==> config.mk <==
export PLATFORM = sky130hd
export DESIGN_NAME = sio_cfg_port
export DESIGN_NICKNAME = d
export VERILOG_FILES = /design/src/rtl/sio_cfg_pkg.sv /design/src/rtl/sio_port_dec.sv /design/src/rtl/sio_key_seq.sv /design/src/rtl/sio_reg_bank.sv /design/src/rtl/sio_cfg_port.sv
export SDC_FILE = /design/constraint.sdc
export NUM_CORES = 1
export LEC_CHECK = 0
export BUFFER_PORTS_ARGS = -buffer_cell sky130_fd_sc_hd__buf_2
export CORE_MARGIN = 4
export CORE_UTILIZATION = 48
export DETAILED_ROUTE_END_ITERATION = 12
export PLACE_DENSITY_LB_ADDON = 0.08
export RECOVER_POWER = 100
export SLEW_MARGIN = 40
export SYNTH_ARGS = -nofsm -noshare
export SYNTH_HDL_FRONTEND = slang
export SYNTH_SLANG_ARGS = --single-unit
export TNS_END_PERCENT = 100
==> constraint.sdc <==
create_clock -name clk -period 2.4 [get_ports clk]
set_input_delay 0.6 -clock clk [delete_from_list [all_inputs] [get_ports clk]]
set_output_delay 0.6 -clock clk [all_outputs]
set_load 0.005 [all_outputs]
==> src/rtl/sio_cfg_pkg.sv <==
package sio_cfg_pkg;
  localparam logic [7:0] RA_EXIT   = 8'h02;
  localparam logic [7:0] RA_LDN    = 8'h07;
  localparam logic [7:0] RA_ID_HI  = 8'h20;
  localparam logic [7:0] RA_ID_LO  = 8'h21;
  localparam logic [7:0] RA_FCTL   = 8'h24;
  localparam logic [7:0] RA_FB_HI  = 8'h64;
  localparam logic [7:0] RA_FB_LO  = 8'h65;
  localparam int         KEY_LEN   = 4;
  localparam int         STEP_W    = $clog2(KEY_LEN);
  localparam int         FCTL_W    = 6;
  localparam logic [7:0] IDLE_READ = 8'hFF;

  // Key byte expected at a given step; the last one depends on the base port.
  function automatic logic [7:0] key_byte(input logic [STEP_W-1:0] step,
                                          input logic [15:0] base);
    logic [7:0] k;
    case (step)
      2'd0:    k = 8'h87;
      2'd1:    k = 8'h01;
      2'd2:    k = 8'h55;
      default: k = (base == 16'h002E) ? 8'h55 : 8'hAA;
    endcase
    return k;
  endfunction

  // Next sequencer step after an index-port byte while locked.
  function automatic logic [STEP_W-1:0] key_next(input logic [STEP_W-1:0] step,
                                                 input logic [7:0] b,
                                                 input logic [15:0] base);
    logic [STEP_W-1:0] n;
    if (b == key_byte(step, base))
      n = (step == STEP_W'(KEY_LEN - 1)) ? '0 : step + 1'b1;
    else if (b == key_byte('0, base))
      n = STEP_W'(1);
    else
      n = '0;
    return n;
  endfunction

  // Control register write value after masking reserved bits.
  function automatic logic [7:0] fctl_mask(input logic [7:0] v);
    return v & 8'((1 << FCTL_W) - 1);
  endfunction
endpackage

==> src/rtl/sio_port_dec.sv <==
module sio_port_dec #(
  parameter int          ADDR_W    = 16,
  parameter logic [15:0] BASE_PORT = 16'h002E
) (
  input  logic [ADDR_W-1:0] addr,
  output logic              idx_sel,
  output logic              dat_sel
);
  localparam logic [ADDR_W-1:0] IDX_A = ADDR_W'(BASE_PORT);
  localparam logic [ADDR_W-1:0] DAT_A = ADDR_W'(BASE_PORT) + 1'b1;

  assign idx_sel = (addr == IDX_A);
  assign dat_sel = (addr == DAT_A);
endmodule

==> src/rtl/sio_key_seq.sv <==
module sio_key_seq
  import sio_cfg_pkg::*;
#(
  parameter logic [15:0] BASE_PORT = 16'h002E
) (
  input  logic       clk,
  input  logic       rst_n,
  input  logic       key_wr,
  input  logic [7:0] key_data,
  output logic       key_done
);
  logic [STEP_W-1:0] step_q;

  assign key_done = key_wr && (step_q == STEP_W'(KEY_LEN - 1)) &&
                    (key_data == key_byte(step_q, BASE_PORT));

  always_ff @(posedge clk or negedge rst_n) begin
    if (!rst_n)      step_q <= '0;
    else if (key_wr) step_q <= key_next(step_q, key_data, BASE_PORT);
  end
endmodule

==> src/rtl/sio_reg_bank.sv <==
module sio_reg_bank
  import sio_cfg_pkg::*;
#(
  parameter logic [15:0] CHIP_ID        = 16'h8716,
  parameter logic [7:0]  FLASH_LDN      = 8'h07,
  parameter logic [15:0] FLASH_BASE_RST = 16'h0820
) (
  input  logic        clk,
  input  logic        rst_n,
  input  logic        idx_wr,
  input  logic        dat_wr,
  input  logic [7:0]  wdata,
  output logic [7:0]  index,
  output logic [7:0]  rd_reg,
  output logic        exit_req,
  output logic [7:0]  fctl,
  output logic [15:0] fbase
);
  logic [7:0] ldn_q, fctl_q, fb_hi_q, fb_lo_q, index_q;
  logic       ldn_is_flash;

  assign ldn_is_flash = (ldn_q == FLASH_LDN);
  assign exit_req     = dat_wr && (index_q == RA_EXIT) && wdata[1];

  always_ff @(posedge clk or negedge rst_n) begin
    if (!rst_n) begin
      index_q <= 8'h00;
      ldn_q   <= 8'h00;
      fctl_q  <= 8'h00;
      fb_hi_q <= FLASH_BASE_RST[15:8];
      fb_lo_q <= FLASH_BASE_RST[7:0];
    end else begin
      if (idx_wr) index_q <= wdata;
      if (dat_wr) begin
        case (index_q)
          RA_LDN:   ldn_q  <= wdata;
          RA_FCTL:  fctl_q <= fctl_mask(wdata);
          RA_FB_HI: if (ldn_is_flash) fb_hi_q <= wdata;
          RA_FB_LO: if (ldn_is_flash) fb_lo_q <= wdata;
          default:  ;
        endcase
      end
    end
  end

  always_comb begin
    case (index_q)
      RA_LDN:   rd_reg = ldn_q;
      RA_ID_HI: rd_reg = CHIP_ID[15:8];
      RA_ID_LO: rd_reg = CHIP_ID[7:0];
      RA_FCTL:  rd_reg = fctl_q;
      RA_FB_HI: rd_reg = ldn_is_flash ? fb_hi_q : 8'h00;
      RA_FB_LO: rd_reg = ldn_is_flash ? fb_lo_q : 8'h00;
      default:  rd_reg = 8'h00;
    endcase
  end

  assign index = index_q;
  assign fctl  = fctl_q;
  assign fbase = {fb_hi_q, fb_lo_q};
endmodule

==> src/rtl/sio_cfg_port.sv <==
module sio_cfg_port
  import sio_cfg_pkg::*;
#(
  parameter int          ADDR_W         = 16,
  parameter logic [15:0] BASE_PORT      = 16'h002E,
  parameter logic [15:0] CHIP_ID        = 16'h8716,
  parameter logic [7:0]  FLASH_LDN      = 8'h07,
  parameter logic [15:0] FLASH_BASE_RST = 16'h0820
) (
  input  logic              clk,
  input  logic              rst_n,
  input  logic [ADDR_W-1:0] io_addr,
  input  logic              io_wr,
  input  logic              io_rd,
  input  logic [7:0]        io_wdata,
  output logic [7:0]        io_rdata,
  output logic              cfg_open,
  output logic [FCTL_W-1:0] flash_ctl,
  output logic [15:0]       flash_base
);
  // Named internal events, brought out for the checker.
  logic       idx_sel, dat_sel;
  logic       key_wr, key_done;
  logic       idx_wr, dat_wr, exit_req;
  logic [7:0] cur_index, rd_reg, fctl_full;
  logic       open_q;

  sio_port_dec #(.ADDR_W(ADDR_W), .BASE_PORT(BASE_PORT)) u_dec (
    .addr(io_addr), .idx_sel(idx_sel), .dat_sel(dat_sel));

  assign key_wr = io_wr && idx_sel && !open_q;
  assign idx_wr = io_wr && idx_sel && open_q;
  assign dat_wr = io_wr && dat_sel && open_q;

  sio_key_seq #(.BASE_PORT(BASE_PORT)) u_key (
    .clk(clk), .rst_n(rst_n), .key_wr(key_wr), .key_data(io_wdata),
    .key_done(key_done));

  sio_reg_bank #(.CHIP_ID(CHIP_ID), .FLASH_LDN(FLASH_LDN),
                 .FLASH_BASE_RST(FLASH_BASE_RST)) u_regs (
    .clk(clk), .rst_n(rst_n), .idx_wr(idx_wr), .dat_wr(dat_wr),
    .wdata(io_wdata), .index(cur_index), .rd_reg(rd_reg),
    .exit_req(exit_req), .fctl(fctl_full), .fbase(flash_base));

  always_ff @(posedge clk or negedge rst_n) begin
    if (!rst_n)        open_q <= 1'b0;
    else if (key_done) open_q <= 1'b1;
    else if (exit_req) open_q <= 1'b0;
  end

  always_comb begin
    io_rdata = IDLE_READ;
    if (io_rd && open_q) begin
      if (idx_sel)      io_rdata = cur_index;
      else if (dat_sel) io_rdata = rd_reg;
    end
  end

  assign cfg_open  = open_q;
  assign flash_ctl = fctl_full[FCTL_W-1:0];
endmodule

-- Word level (Yosys, flattened, before mapping)
Index checks and enable logic that the tools add are counted.
- add/sub/neg operators: 1
- multipliers: 0
- div/mod/pow operators: 0
- magnitude comparators: 0
- eq/ne operators: 15
- shifts and indexed selects: 0
- muxes and demuxes: 15
- bitwise gates (word level): 0
- reduce and logical (&&, ||, !) cells: 17
- operators by type and width (cell ; number):
    2-to-1 mux 8 bit ; 8
    case mux 8 bit (6 select lines) ; 1
    == test 16 x 6 -> 1 bit, second input constant ; 2
    == test 8 x 6 -> 1 bit, second input constant ; 3
    == test 8 bit ; 3
    == test 8 x 3 -> 1 bit, second input constant ; 2
    == test 8 x 7 -> 1 bit, second input constant ; 2
    case mux 8 bit (2 select lines) ; 1
    logical AND 1 bit ; 10
    == test 8 x 2 -> 1 bit, second input constant ; 1
    AND reduction 3 bit ; 2
    2-to-1 mux 2 bit ; 2
    AND reduction 2 bit ; 2
    2-to-1 mux 1 bit ; 3
    adder 2 x 1 -> 2 bit, second input constant ; 1
    == test 2 x 1 -> 1 bit, second input constant ; 1
    == test 2 bit, second input constant ; 1
    logical NOT 2 bit ; 1
    nonzero test 2 bit ; 1
    logical NOT 1 bit ; 1
- flip-flop bits (word level): 41
- latch bits: 0
- bits in writable memories: 0
- ROM bits: 0
- bits of input ports: 28
- output and inout bits: 31
- word-level logic and storage cells: 55
- memories: 0

-- Logic depth before layout (Yosys ltp)
Gate-level depths: netlist of the first run.
- depth in word-level cells: 10
- gate-level depth with buffers: 7
- mapped depth without buffers: 6

-- Hierarchy
From an unflattened synthesis of the first run, not the netlist that was laid out.
- cells, all modules: 214
- area, all modules: 2432.3 um^2
- by module, submodules not included (module ; instances ; cells an instance ; area an instance (um^2) ; sequential area each (um^2)):
    sio_reg_bank ; 1 ; 144 ; 1876.8 ; 953.4
    sio_key_seq ; 1 ; 29 ; 264.0 ; 50.0
    sio_cfg_port ; 1 ; 34 ; 229.0 ; 25.0
    sio_port_dec ; 1 ; 7 ; 62.6 ; 0.0

-- Least setup slack after synthesis of the first run
No wires, ideal clock.
- path kind: input port to output port
- start: input port io_addr[7]
- end: output port io_rdata[0]
- arrival: 1.924 ns
- data required time: 1.800 ns
- setup slack: -0.124 ns
- stages on the path: 4
- path buffers: 0
- cells stage by stage: and4bb_2 nand2_1 or3_1 or4_1
- word-level cells in the longest chain between the ends: 4
- elaborated cells between the ends (all ways): 5
- those cells by class: eq/ne (2); mux (3)
- ends and longest elaborated chain (what ; RTL line ; source):
    from (decl) ; sio_cfg_port.sv:12 ; input logic [ADDR_W-1:0] io_addr,
    == test 16 x 6 -> 1 bit ; sio_port_dec.sv:13 ; assign dat_sel = (addr == DAT_A);
    2-to-1 mux 8 bit ; sio_cfg_port.sv:55 ; else if (dat_sel) io_rdata = rd_reg;
    2-to-1 mux 8 bit (*) ; sio_cfg_port.sv:54 ; if (idx_sel) io_rdata = cur_index;
    2-to-1 mux 8 bit (*) ; sio_cfg_port.sv:53 ; if (io_rd && open_q) begin
    to (decl) ; sio_cfg_port.sv:16 ; output logic [7:0] io_rdata,
Every way passes the cells marked *; elsewhere a longest branch is shown, timed or not.

-- Worst setup path in the final report of the first run
- start: input port io_addr[9]
- end: output port io_rdata[2]
The elaborated chain is that of the path after synthesis.

==> impl_results.md, run 1 <==
- Status: complete, but fails checks
- Failing checks: setup timing
- Diode count: 0
- CP Data Arrival Time: 2.12 ns
- Relative slew slack: 0.3354
- GR Overflow Total: 0
- Post-Synthesis Cells: 211
- Max rail drop VDD: 0.0003461 V
- RSZ-0062 raised after global routing: true
- CP bufs+invs: 2
- Slowest stage cell, crit path: or4_4
- Commonest non-fill, non-tap cell in the layout: buf_2
- DRT iter0 DRCs: 52
- Max clock buf depth: 2
- Antenna viol nets, final: 0
- Placed instance area: 3048 sq um
- Via count: 2048
- Final hold violations: 0
- FF-to-FF End: u_regs.fctl[1]$_DFFE_PN0P_
- Crit path largest cell delay: 0.50 ns
- Clock root cell: clkbuf_8
- Core area: 4848 sq um
- Die H: 79.46 um
- Worst hold path depth: 1
- First drt pass iteration count: 4
- Syn Area/Cell: 11.62 sq um
- Layout Skew: 0.007443 ns
- Crit-path max FO: 7
- Die X-Extent: 79.46 um
- Netlist cell types: 52
- Commonest non-fill, non-tap cells in the layout: buf_2, dfrtp_1, mux2_2
- Clk slew on worst S/H paths: 0.08 ns
- CTS tree: yes
- Total GRT Usage: 0.2147
- Yosys warnings: 0
- Hold buffers post-CTS: 0
- Leakage: 1.499 nW
- Row Count: 25
- Worst-Skew Late Latency: 0.29 ns
- GP Congestion: 0.9057
- Largest net degree at the start of global routing: 42
- DP HPWL: 4794 um
- First-pass GRT wire length: 10440 um
- Ratio of cells with drive above 1 in the final layout: 0.4641
- #FFs+latches synth: 41
- Hold_sp: u_regs.fb_lo_q[2]$_DFFE_PN0P_
- Tcrit/Tclk final: 1.135
- Hold Crit Class: flop to flop
- Post-layout net count: 338
- Final wirelength: 6518 um
- Slew Limit Fails: 0
- Sequential share of the synthesized area: 0.4196
- Design area: 3196 sq um
- Vias in the first global route: 2046
- Port bufs: 58
- # Max-Cap Violations: 0
- Setup tns final: -1.924 ns
- CP top delay family: simple AND/OR/NAND/NOR gates
- Critical Path Start Type: input pin
- Top FF cell, synth: dfrtp_1
- Endpoints failing setup: 8
- Synthesized area: 2451 sq um
- # IOs: 59
- CP Cell Sequence: buf_8, nor4_4, nand2_1, or3_4, or4_4, buf_6
- Flop2flop setup slack: 0.24 ns
- Setup crit start: io_addr[9]
- Cts bufs inserted: 5
- Starting Density: 0.5055
- Drc violations: 0
- Die area: 6314 sq um
- Post-synthesis net count: 244
- Crit path required time: 1.80 ns
- Power density over cell area: 422.3 nW/um^2
- Fmax: 367.2 MHz
- R2R depth: 6
- FFs w/ async S/R, synth: 1.000
- Worst-margin pin slew: 0.9969 ns
- Area grow syn2layout: 30.37%
- R2r startpoint: u_regs.index[0]$_DFFE_PN0P_
- Minimum clock period: 2.724 ns
- Crit end category: output pin
- WS Path Type: input pin to output pin
- Setup WS post-layout: -0.3236 ns
- Routed length per placed instance: 17.47 um
- Vias/cell: 5.491
- Hold Path End: u_regs.fb_lo_q[2]$_DFFE_PN0P_
- Initial antenna violation count: 0
- Post-synth EDFFs: 0
- Maximum level of the CTS H-tree: 2
- Sink Count: 41
==> routing by layer <==
layer	vias to the layer above	wire, um	global-route usage
li1	985	-	-
met5	-	0	0
met3	5	327	0.03273
met4	0	34	0.04124
met1	1009	2949	0.2954
met2	49	3207	0.3598
==> kinds of logic (layout without fill, tap and decap cells) <==
| logic type | after synthesis | count (layout) | synth area share |
|---|---|---|---|
| adder cells (fa/ha/maj) | 5 | 5 | 0.02552 |
| AO/OA/AOI/OAI | 22 | 22 | 0.06432 |
| XOR/XNOR | 1 | 1 | 0.003574 |
| multiplexers | 47 | 47 | 0.2236 |
| flip-flops | 41 | 41 | 0.4196 |
| AND/OR/NAND/NOR | 79 | 79 | 0.2343 |
| buffers and inverters | 16 | 111 | 0.02909 |
==> state kept, by name, indices dropped and copies added (netlist names) <==
register / count
cfg_open: 1
u_key.step_q: 2
u_regs.fb_hi_q: 8
u_regs.fb_lo_q: 8
u_regs.fctl: 6
u_regs.index: 8
u_regs.ldn_q: 8
==> what timing repair did <==
item | 4_1_cts | 5_1_grt
setup buffers | 2 | 2
setup endpoints to repair | 8 | 8
gates resized for setup | 8 | 11
pin swaps | 7 | 5
==> cells in the mapped netlist (2+ instances only) <==
cell type | number | area share
inv_1 | 9 | 0.014
o41ai_1 | 4 | 0.014
ha_1 | 5 | 0.026
nor4bb_1 | 2 | 0.0082
buf_2 | 3 | 0.0061
o21ai_0 | 3 | 0.0061
or4_1 | 6 | 0.018
nor3_2 | 2 | 0.0082
mux2_2 | 30 | 0.14
nor2b_1 | 6 | 0.015
nand3_1 | 5 | 0.010
mux2i_1 | 9 | 0.037
and4bb_2 | 4 | 0.020
clkbuf_1 | 2 | 0.0031
a21oi_1 | 3 | 0.0061
nor4_4 | 2 | 0.017
dfrtp_1 | 39 | 0.40
nand2_1 | 10 | 0.015
dfstp_2 | 2 | 0.021
and3_1 | 2 | 0.0051
mux2_4 | 8 | 0.049
a22oi_1 | 2 | 0.0061
nor2_1 | 14 | 0.021
o22ai_1 | 3 | 0.0077
or3_1 | 6 | 0.015
nand4_1 | 4 | 0.010
==> per-stage QoR <==
step | setup WS, ns | power (mW) | cells | hold WS, ns | util
2_1_floorplan | -0.09498 | 0.7235 | 211 | 0.3044 | -
3_3_place_gp | -0.3847 | 0.7957 | 361 | 0.5075 | 0.6286
3_5_place_dp | -0.3832 | 0.7963 | 361 | 0.5140 | 0.6286
4_1_cts | -0.3307 | 1.368 | 371 | 0.3737 | 0.6632
5_1_grt | -0.3719 | 1.409 | 373 | 0.5419 | 0.6591
6_report | -0.3236 | 1.349 | 373 | 0.5209 | 0.6591
==> report_power, final <==
group	total, mW	internal [mW]	leakage, nW	switching (mW)
Combinational	0.0957	0.0421	0.882	0.0537
Sequential	0.690	0.690	0.558	0.0000152
Clock	0.564	0.312	0.0585	0.252
Total	1.35	1.04	1.50	0.305
==> how the worst max path moves through the flow <==
stage	slack, ns	endpoint	depth (start not counted)
2_1_floorplan	-0.09	io_rdata[1]	4
3_3_place_gp	-0.38	io_rdata[2]	6
3_5_place_dp	-0.38	io_rdata[1]	6
4_1_cts	-0.33	io_rdata[2]	6
5_1_grt	-0.37	io_rdata[2]	6
6_report	-0.32	io_rdata[2]	6
==> cell type report <==
class / count / area (sq um)
sequential: 41 / 1031
clock inverter: 3 / 43.79
fill: 421 / 1653
clock buffer: 5 / 68.82
multi-input combinational: 154 / 1353
inverter: 9 / 33.78
timing repair buffer: 94 / 581.8
tap: 67 / 83.83
(Power assumes the default switching activity.)
==> run 2, diff against run 1 <==
--- a/config.mk
+++ b/config.mk
@@ -7,7 +7,8 @@
 export LEC_CHECK = 0
 export BUFFER_PORTS_ARGS = -buffer_cell sky130_fd_sc_hd__buf_2
 export CORE_MARGIN = 4
-export CORE_UTILIZATION = 48
+export CORE_UTILIZATION = 50
+export CTS_BUF_LIST = sky130_fd_sc_hd__clkbuf_4
 export DETAILED_ROUTE_END_ITERATION = 12
 export PLACE_DENSITY_LB_ADDON = 0.08
 export RECOVER_POWER = 100
==> impl_results.md, run 2 (synthesis results as in run 1) <==
- Fmax: 366.1 MHz (-0.30%)
- Worst-margin pin slew: 0.9885 ns (-0.008413 ns)
- RSZ-0062 raised after global routing: true
- Leakage: 1.570 nW (+4.8%)
- Die area: 6086 sq um (-3.6%)
- Maximum level of the CTS H-tree: 2 (unchanged)
- Pwr Total: 1.243 mW (-7.9%)
- Antenna viol nets, final: 0 (unchanged)
- DRT iter0 DRCs: 69 (+33%)
- CP Cell Sequence: buf_6, nor4_4, nand2_1, or3_4, or4_4, buf_6
- Slowest stage cell, crit path: or4_4
- Setup tns final: -1.963 ns (-0.03844 ns)
- Count of filler cells inserted in the layout: 361 (-14%)
- Minimum clock period: 2.732 ns (+0.008293 ns)
- GR Overflow Total: 0 (unchanged)
- Diode count: 0 (unchanged)
- WS Path Type: input pin to output pin
- Port bufs: 58 (unchanged)
- Relative slew slack: 0.3410 (+0.005609)
- Layout Skew: 0.01233 ns (+0.004891 ns)
- CP bufs+invs: 2 (unchanged)
- Internal: 0.9613 mW (-7.9%)
- R2r startpoint: u_regs.index[1]$_DFFE_PN0P_
- Logic gate share of total power: 0.079 (+0.008)
- Die H: 78.02 um (-1.8%)
- CP dominant cell by count: buf_6
- Slew Limit Fails: 0 (unchanged)
- Crit path required time: 1.80 ns (about the same)
- Switching Fraction: 0.2269 (+0.0005071)
- NetSw: 0.2821 mW (-7.6%)
- CP top delay family: simple AND/OR/NAND/NOR gates
- CP Data Arrival Time: 2.13 ns (about the same)
- Commonest non-fill, non-tap cells in the layout: buf_2, buf_4, dfrtp_1
- DP HPWL: 4712 um (-1.7%)
- Via count: 2085 (+1.8%)
- First-pass GRT wire length: 10570 um (+1.3%)
- Setup WS post-layout: -0.3319 ns (-0.008293 ns)
- Sink Count: 41 (unchanged)
- # IOs: 59 (unchanged)
- Worst hold margin: 0.4649 ns (-0.05607 ns)
- Max clock buf depth: 2 (unchanged)
- FF-to-FF End: u_regs.fb_lo_q[2]$_DFFE_PN0P_
- Row Count: 25 (unchanged)
- Endpoints failing setup: 8 (unchanged)
- Crit-path max FO: 8 (+1)
- Crit end category: output pin
- Design area: 3283 sq um (+2.7%)
- Clock root cell: clkbuf_4
- Hold Crit Class: input pin to async pin
- Die X-Extent: 78.02 um (-1.8%)
- # Max-Cap Violations: 0 (unchanged)
- GP Congestion: 0.8445 (-6.8%)
- Commonest non-fill, non-tap cell in the layout: buf_2
- Max rail drop VDD: 0.0004556 V (+32%)
- Utilization after layout: 0.6951 (+0.03600)
- Status: complete, but fails checks
- Area grow syn2layout: 33.95%
- Flop2flop setup slack: 0.20 ns (-0.04 ns)
- Starting Density: 0.5189 (+0.01339)
- CTS tree: yes
- Setup crit start: io_addr[9]
- Post-layout net count: 338 (unchanged)
- Largest net degree at the start of global routing: 42 (unchanged)
- Power density over cell area: 378.7 nW/um^2 (-10%)
- Crit path largest cell delay: 0.50 ns (about the same)
- First drt pass iteration count: 4 (unchanged)
- Clk slew on worst S/H paths: 0.13 ns (+0.05 ns)
- Core area: 4723 sq um (-2.6%)
- Clock power frac: 0.365 (-0.053)
- Tcrit/Tclk final: 1.138 (+0.003455)
- Final Non-Filler Cells: 373 (unchanged)
- Dpl ws: -0.3762 ns (+0.006995 ns)
- Placed instance area: 3025 sq um (-0.74%)
- Ratio of cells with drive above 1 in the final layout: 0.5556 (+0.09150)
- Flop pwr share: 0.556 (+0.045)
- R2R depth: 6 (unchanged)
- Initial antenna violation count: 0 (unchanged)
- Total GRT Usage: 0.2212 (+0.006461)
- Worst-Skew Late Latency: 0.36 ns (+0.07 ns)
- Critical Path Start Type: input pin
- Vias in the first global route: 2123 (+3.8%)
- Cts bufs inserted: 5 (unchanged)
- Drc violations: 0 (unchanged)
- Routed length per placed instance: 17.26 um (-1.2%)
- Final hold violations: 0 (unchanged)
- Failing checks: setup timing
- Vias/cell: 5.590 (+1.8%)
- Cell total after placement: 358 (-0.83%)
- Final wirelength: 6439 um (-1.2%)
==> run 2: cell count changes in the layout (fill, tap and decap cells not counted), sizes merged <==
cell / previous run / this run
clkbuf: 23 / 13
inv: 10 / 9
buf: 76 / 87
==> run 2: worst max path at each step <==
stage / end / cells after the start
final: io_rdata[1] / 6
after global routing: io_rdata[1] / 6
after CTS: io_rdata[2] / 6
after detailed placement: io_rdata[2] / 6
after global placement: io_rdata[2] / 6
after floorplan: io_rdata[1] / 4
==> run 2: power by group through the flow <==
stage | clock network (mW) | registers (mW) | logic [mW]
after floorplan | 0 | 0.704 | 0.0194
after CTS | 0.468 | 0.691 | 0.0930
after global routing | 0.505 | 0.691 | 0.108
after detailed placement | 0 | 0.704 | 0.0899
after global placement | 0 | 0.704 | 0.0890
final | 0.454 | 0.691 | 0.0985
==> run 2: layout make-up <==
| type | instances | area (sq um) | area share |
|---|---|---|---|
| tap | 67 | 83.83 | 0.02553 |
| inverter | 9 | 33.78 | 0.01029 |
| clock buffer | 6 | 45.04 | 0.01372 |
| timing repair buffer | 94 | 608.1 | 0.1852 |
| clock inverter | 2 | 33.78 | 0.01029 |
| multi-input combinational | 154 | 1443 | 0.4394 |
| sequential | 41 | 1036 | 0.3155 |
==> run 2: metal layers <==
metal | share of wire | up-vias | global-route usage
met4 | 0.015 | 0 | 0.06469
met2 | 0.49 | 66 | 0.3673
li1 | - | 977 | -
met1 | 0.44 | 1033 | 0.2929
met3 | 0.051 | 9 | 0.04472
met5 | 0 | - | 0
==> run 2: repair_timing <==
item	in CTS	in global routing
pin swaps	17	12
setup buffers	3	4
setup endpoints to repair	8	8
hold buffers	0	0
gates resized for setup	9	21
==> run 3, diff against run 2 <==
--- a/config.mk
+++ b/config.mk
@@ -10,7 +10,7 @@
 export CORE_UTILIZATION = 50
 export CTS_BUF_LIST = sky130_fd_sc_hd__clkbuf_4
 export DETAILED_ROUTE_END_ITERATION = 12
-export PLACE_DENSITY_LB_ADDON = 0.08
+export PLACE_DENSITY_LB_ADDON = 0.15
 export RECOVER_POWER = 100
 export SLEW_MARGIN = 40
 export SYNTH_ARGS = -nofsm -noshare
==> impl_results.md, run 3 (synthesis results as in run 1) <==
- Routed wl met2: 3134 um (-0.98%)
- Crit path required time: 1.80 ns (about the same)
- Post-layout net count: 345 (+2.1%)
- Crit end category: output pin
- RSZ-0062 raised after global routing: true
- First drt pass iteration count: 4 (unchanged)
- Dpl ws: -0.3652 ns (+0.01103 ns)
- Internal: 0.9574 mW (-0.41%)
- M1 WL: 2889 um (+1.5%)
- Antenna viol nets, final: 0 (unchanged)
- Setup WS post-layout: -0.3537 ns (-0.02181 ns)
- Relative slew slack: -0.2205 (-0.5615)
- GP Congestion: 0.9013 (+6.7%)
- Final wirelength: 6626 um (+2.9%)
- R2r startpoint: u_regs.index[1]$_DFFE_PN0P_
- Hold Crit Class: flop to flop
- Setup crit start: io_addr[13]
- Switching Fraction: 0.2248 (-0.002058)
- Core area: 4723 sq um (unchanged)
- CP top delay family: simple AND/OR/NAND/NOR gates
- Status: complete, but fails checks
- Setup tns final: -2.010 ns (-0.04695 ns)
- Worst-margin pin slew: 1.831 ns (+0.8423 ns)
- CP Cell Sequence: buf_6, nor4_2, nand3_1, or3_4, or4_4, buf_6
- DP HPWL: 4621 um (-1.9%)
- Flop2flop setup slack: 0.14 ns (-0.06 ns)
- FF-to-FF End: u_regs.fb_lo_q[0]$_DFFE_PN0P_
- Via count: 2095 (+0.48%)
- Endpoints failing setup: 8 (unchanged)
- # Max-Cap Violations: 1 (+1)
- Commonest non-fill, non-tap cell in the layout: buf_2
- Final hold violations: 0 (unchanged)
- Flop pwr share: 0.559 (+0.003)
- Tcrit/Tclk final: 1.147 (+0.009086)
- Hold buffers post-CTS: 0 (unchanged)
- Crit path largest cell delay: 0.51 ns (about the same)
- WS Path Type: input pin to output pin
- DRT iter0 DRCs: 160 (+130%)
- Row Count: 25 (unchanged)
- Logic gate share of total power: 0.073 (-0.006)
- CTS tree: yes
- Utilization after layout: 0.6803 (-0.01483)
- Minimum clock period: 2.754 ns (+0.02181 ns)
- Worst setup endpoint: io_rdata[1]
- Max rail drop VDD: 0.0003248 V (-29%)
- Commonest non-fill, non-tap cells in the layout: buf_2, dfrtp_1, buf_4
- R2R depth: 6 (unchanged)
- First-pass GRT wire length: 10470 um (-0.91%)
- Critical Path Start Type: input pin
- Starting Density: 0.5189 (unchanged)
- Power density over cell area: 384.4 nW/um^2 (+1.5%)
- Max clock buf depth: 2 (unchanged)
- Leakage: 1.554 nW (-1.0%)
- # IOs: 59 (unchanged)
- Failing checks: capacitance limit, slew limit, setup timing
- Initial antenna violation count: 0 (unchanged)
- Area grow syn2layout: 31.09%
- Slew Limit Fails: 42 (+42)
- CP Data Arrival Time: 2.15 ns (+0.02 ns)
- Crit-path max FO: 8 (unchanged)
- GR Overflow Total: 0 (unchanged)
- Sink Count: 41 (unchanged)
- Worst hold margin: 0.5387 ns (+0.07380 ns)
- Total GRT Usage: 0.2191 (-0.002078)
- Worst-Skew Late Latency: 0.35 ns (about the same)
- Maximum level of the CTS H-tree: 2 (unchanged)
- Layout Skew: 0.01595 ns (+0.003619 ns)
- Clock power frac: 0.368 (+0.003)
- Die area: 6086 sq um (unchanged)
- Highest metal used: met4
- CP dominant cell by count: buf_6
- WP depth: 6 (unchanged)
- Die X-Extent: 78.02 um (unchanged)
- Clk slew on worst S/H paths: 0.11 ns (-0.02 ns)
- Pwr Total: 1.235 mW (-0.67%)
- Largest net degree at the start of global routing: 42 (unchanged)
- Routed length per placed instance: 17.44 um (+1.0%)
- Vias/cell: 5.513 (-1.4%)
- Ratio of cells with drive above 1 in the final layout: 0.4888 (-0.06674)
- Cts bufs inserted: 5 (unchanged)
- Met3 routed WL: 508 um (+56%)
- Clock root cell: clkbuf_4
- Vias in the first global route: 2075 (-2.3%)
- Diode count: 0 (unchanged)
- Drc violations: 0 (unchanged)
- Die H: 78.02 um (unchanged)
- Port bufs: 58 (unchanged)
- CP bufs+invs: 2 (unchanged)
- NetSw: 0.2777 mW (-1.6%)
- Fmax: 363.2 MHz (-0.79%)
- Slowest stage cell, crit path: or4_4
## run 3: worst register-to-register path, cell delays in order (launching register included)
cell	delay, ns
dfrtp_1	0.43
and4bb_2	0.35
buf_4	0.12
nand4_2	0.11
buf_4	0.18
or4_4	0.60
mux2_1	0.35
## run 3: power groups by stage
stage / registers (mW) / logic [mW] / clock network (mW)
finish: 0.691 / 0.0898 / 0.455
global route: 0.691 / 0.0999 / 0.500
CTS: 0.691 / 0.0980 / 0.459
detailed placement: 0.704 / 0.0935 / 0
global placement: 0.704 / 0.0927 / 0
floorplan: 0.704 / 0.0194 / 0
## run 3: final cells by class
class                      instances  area [sq um]
timing repair buffer             101         634.4
multi-input combinational        154          1353
fill                             391          1510
sequential                        41          1030
clock buffer                       6         45.04
tap                               67         83.83
clock inverter                     2         33.78
inverter                           9         33.78
## run 3: metal layers
| metal | up-vias | GRT usage |
|---|---|---|
| met5 | - | 0 |
| met4 | 0 | 0.05420 |
| met3 | 9 | 0.04817 |
| met2 | 81 | 0.3510 |
| met1 | 1010 | 0.3033 |
| li1 | 995 | - |
## run 3: what timing repair did
item,4_1_cts,5_1_grt
gates resized for setup,8,11
pin swaps,10,2
endpoints found under the setup margin,8,8
setup buffers,6,3
## run 3: through the flow
step | instance area [sq um] | std cells
floorplan | 2471 | 211
global placement | 3088 | 363
detailed placement | 3088 | 363
CTS | 3262 | 377
global route | 3213 | 380
finish | 3213 | 380
## run 3: worst min path at each step
stage | end | depth (start not counted) | slack, ns | start
final | u_regs.fb_hi_q[7]$_DFFE_PN0P_ | 1 | 0.54 | u_regs.fb_hi_q[7]$_DFFE_PN0P_
after global placement | u_regs.fb_hi_q[7]$_DFFE_PN0P_ | 1 | 0.51 | u_regs.fb_hi_q[7]$_DFFE_PN0P_
after global routing | u_regs.fctl[5]$_DFFE_PN0P_ | 2 | 0.55 | io_wdata[5]
after detailed placement | u_regs.fctl[1]$_DFFE_PN0P_ | 1 | 0.51 | u_regs.fctl[1]$_DFFE_PN0P_
after CTS | u_key.step_q[1]$_DFFE_PN0N_ | 2 | 0.19 | rst_n
after floorplan | cfg_open$_DFFE_PN0P_ | 0 | 0.30 | rst_n
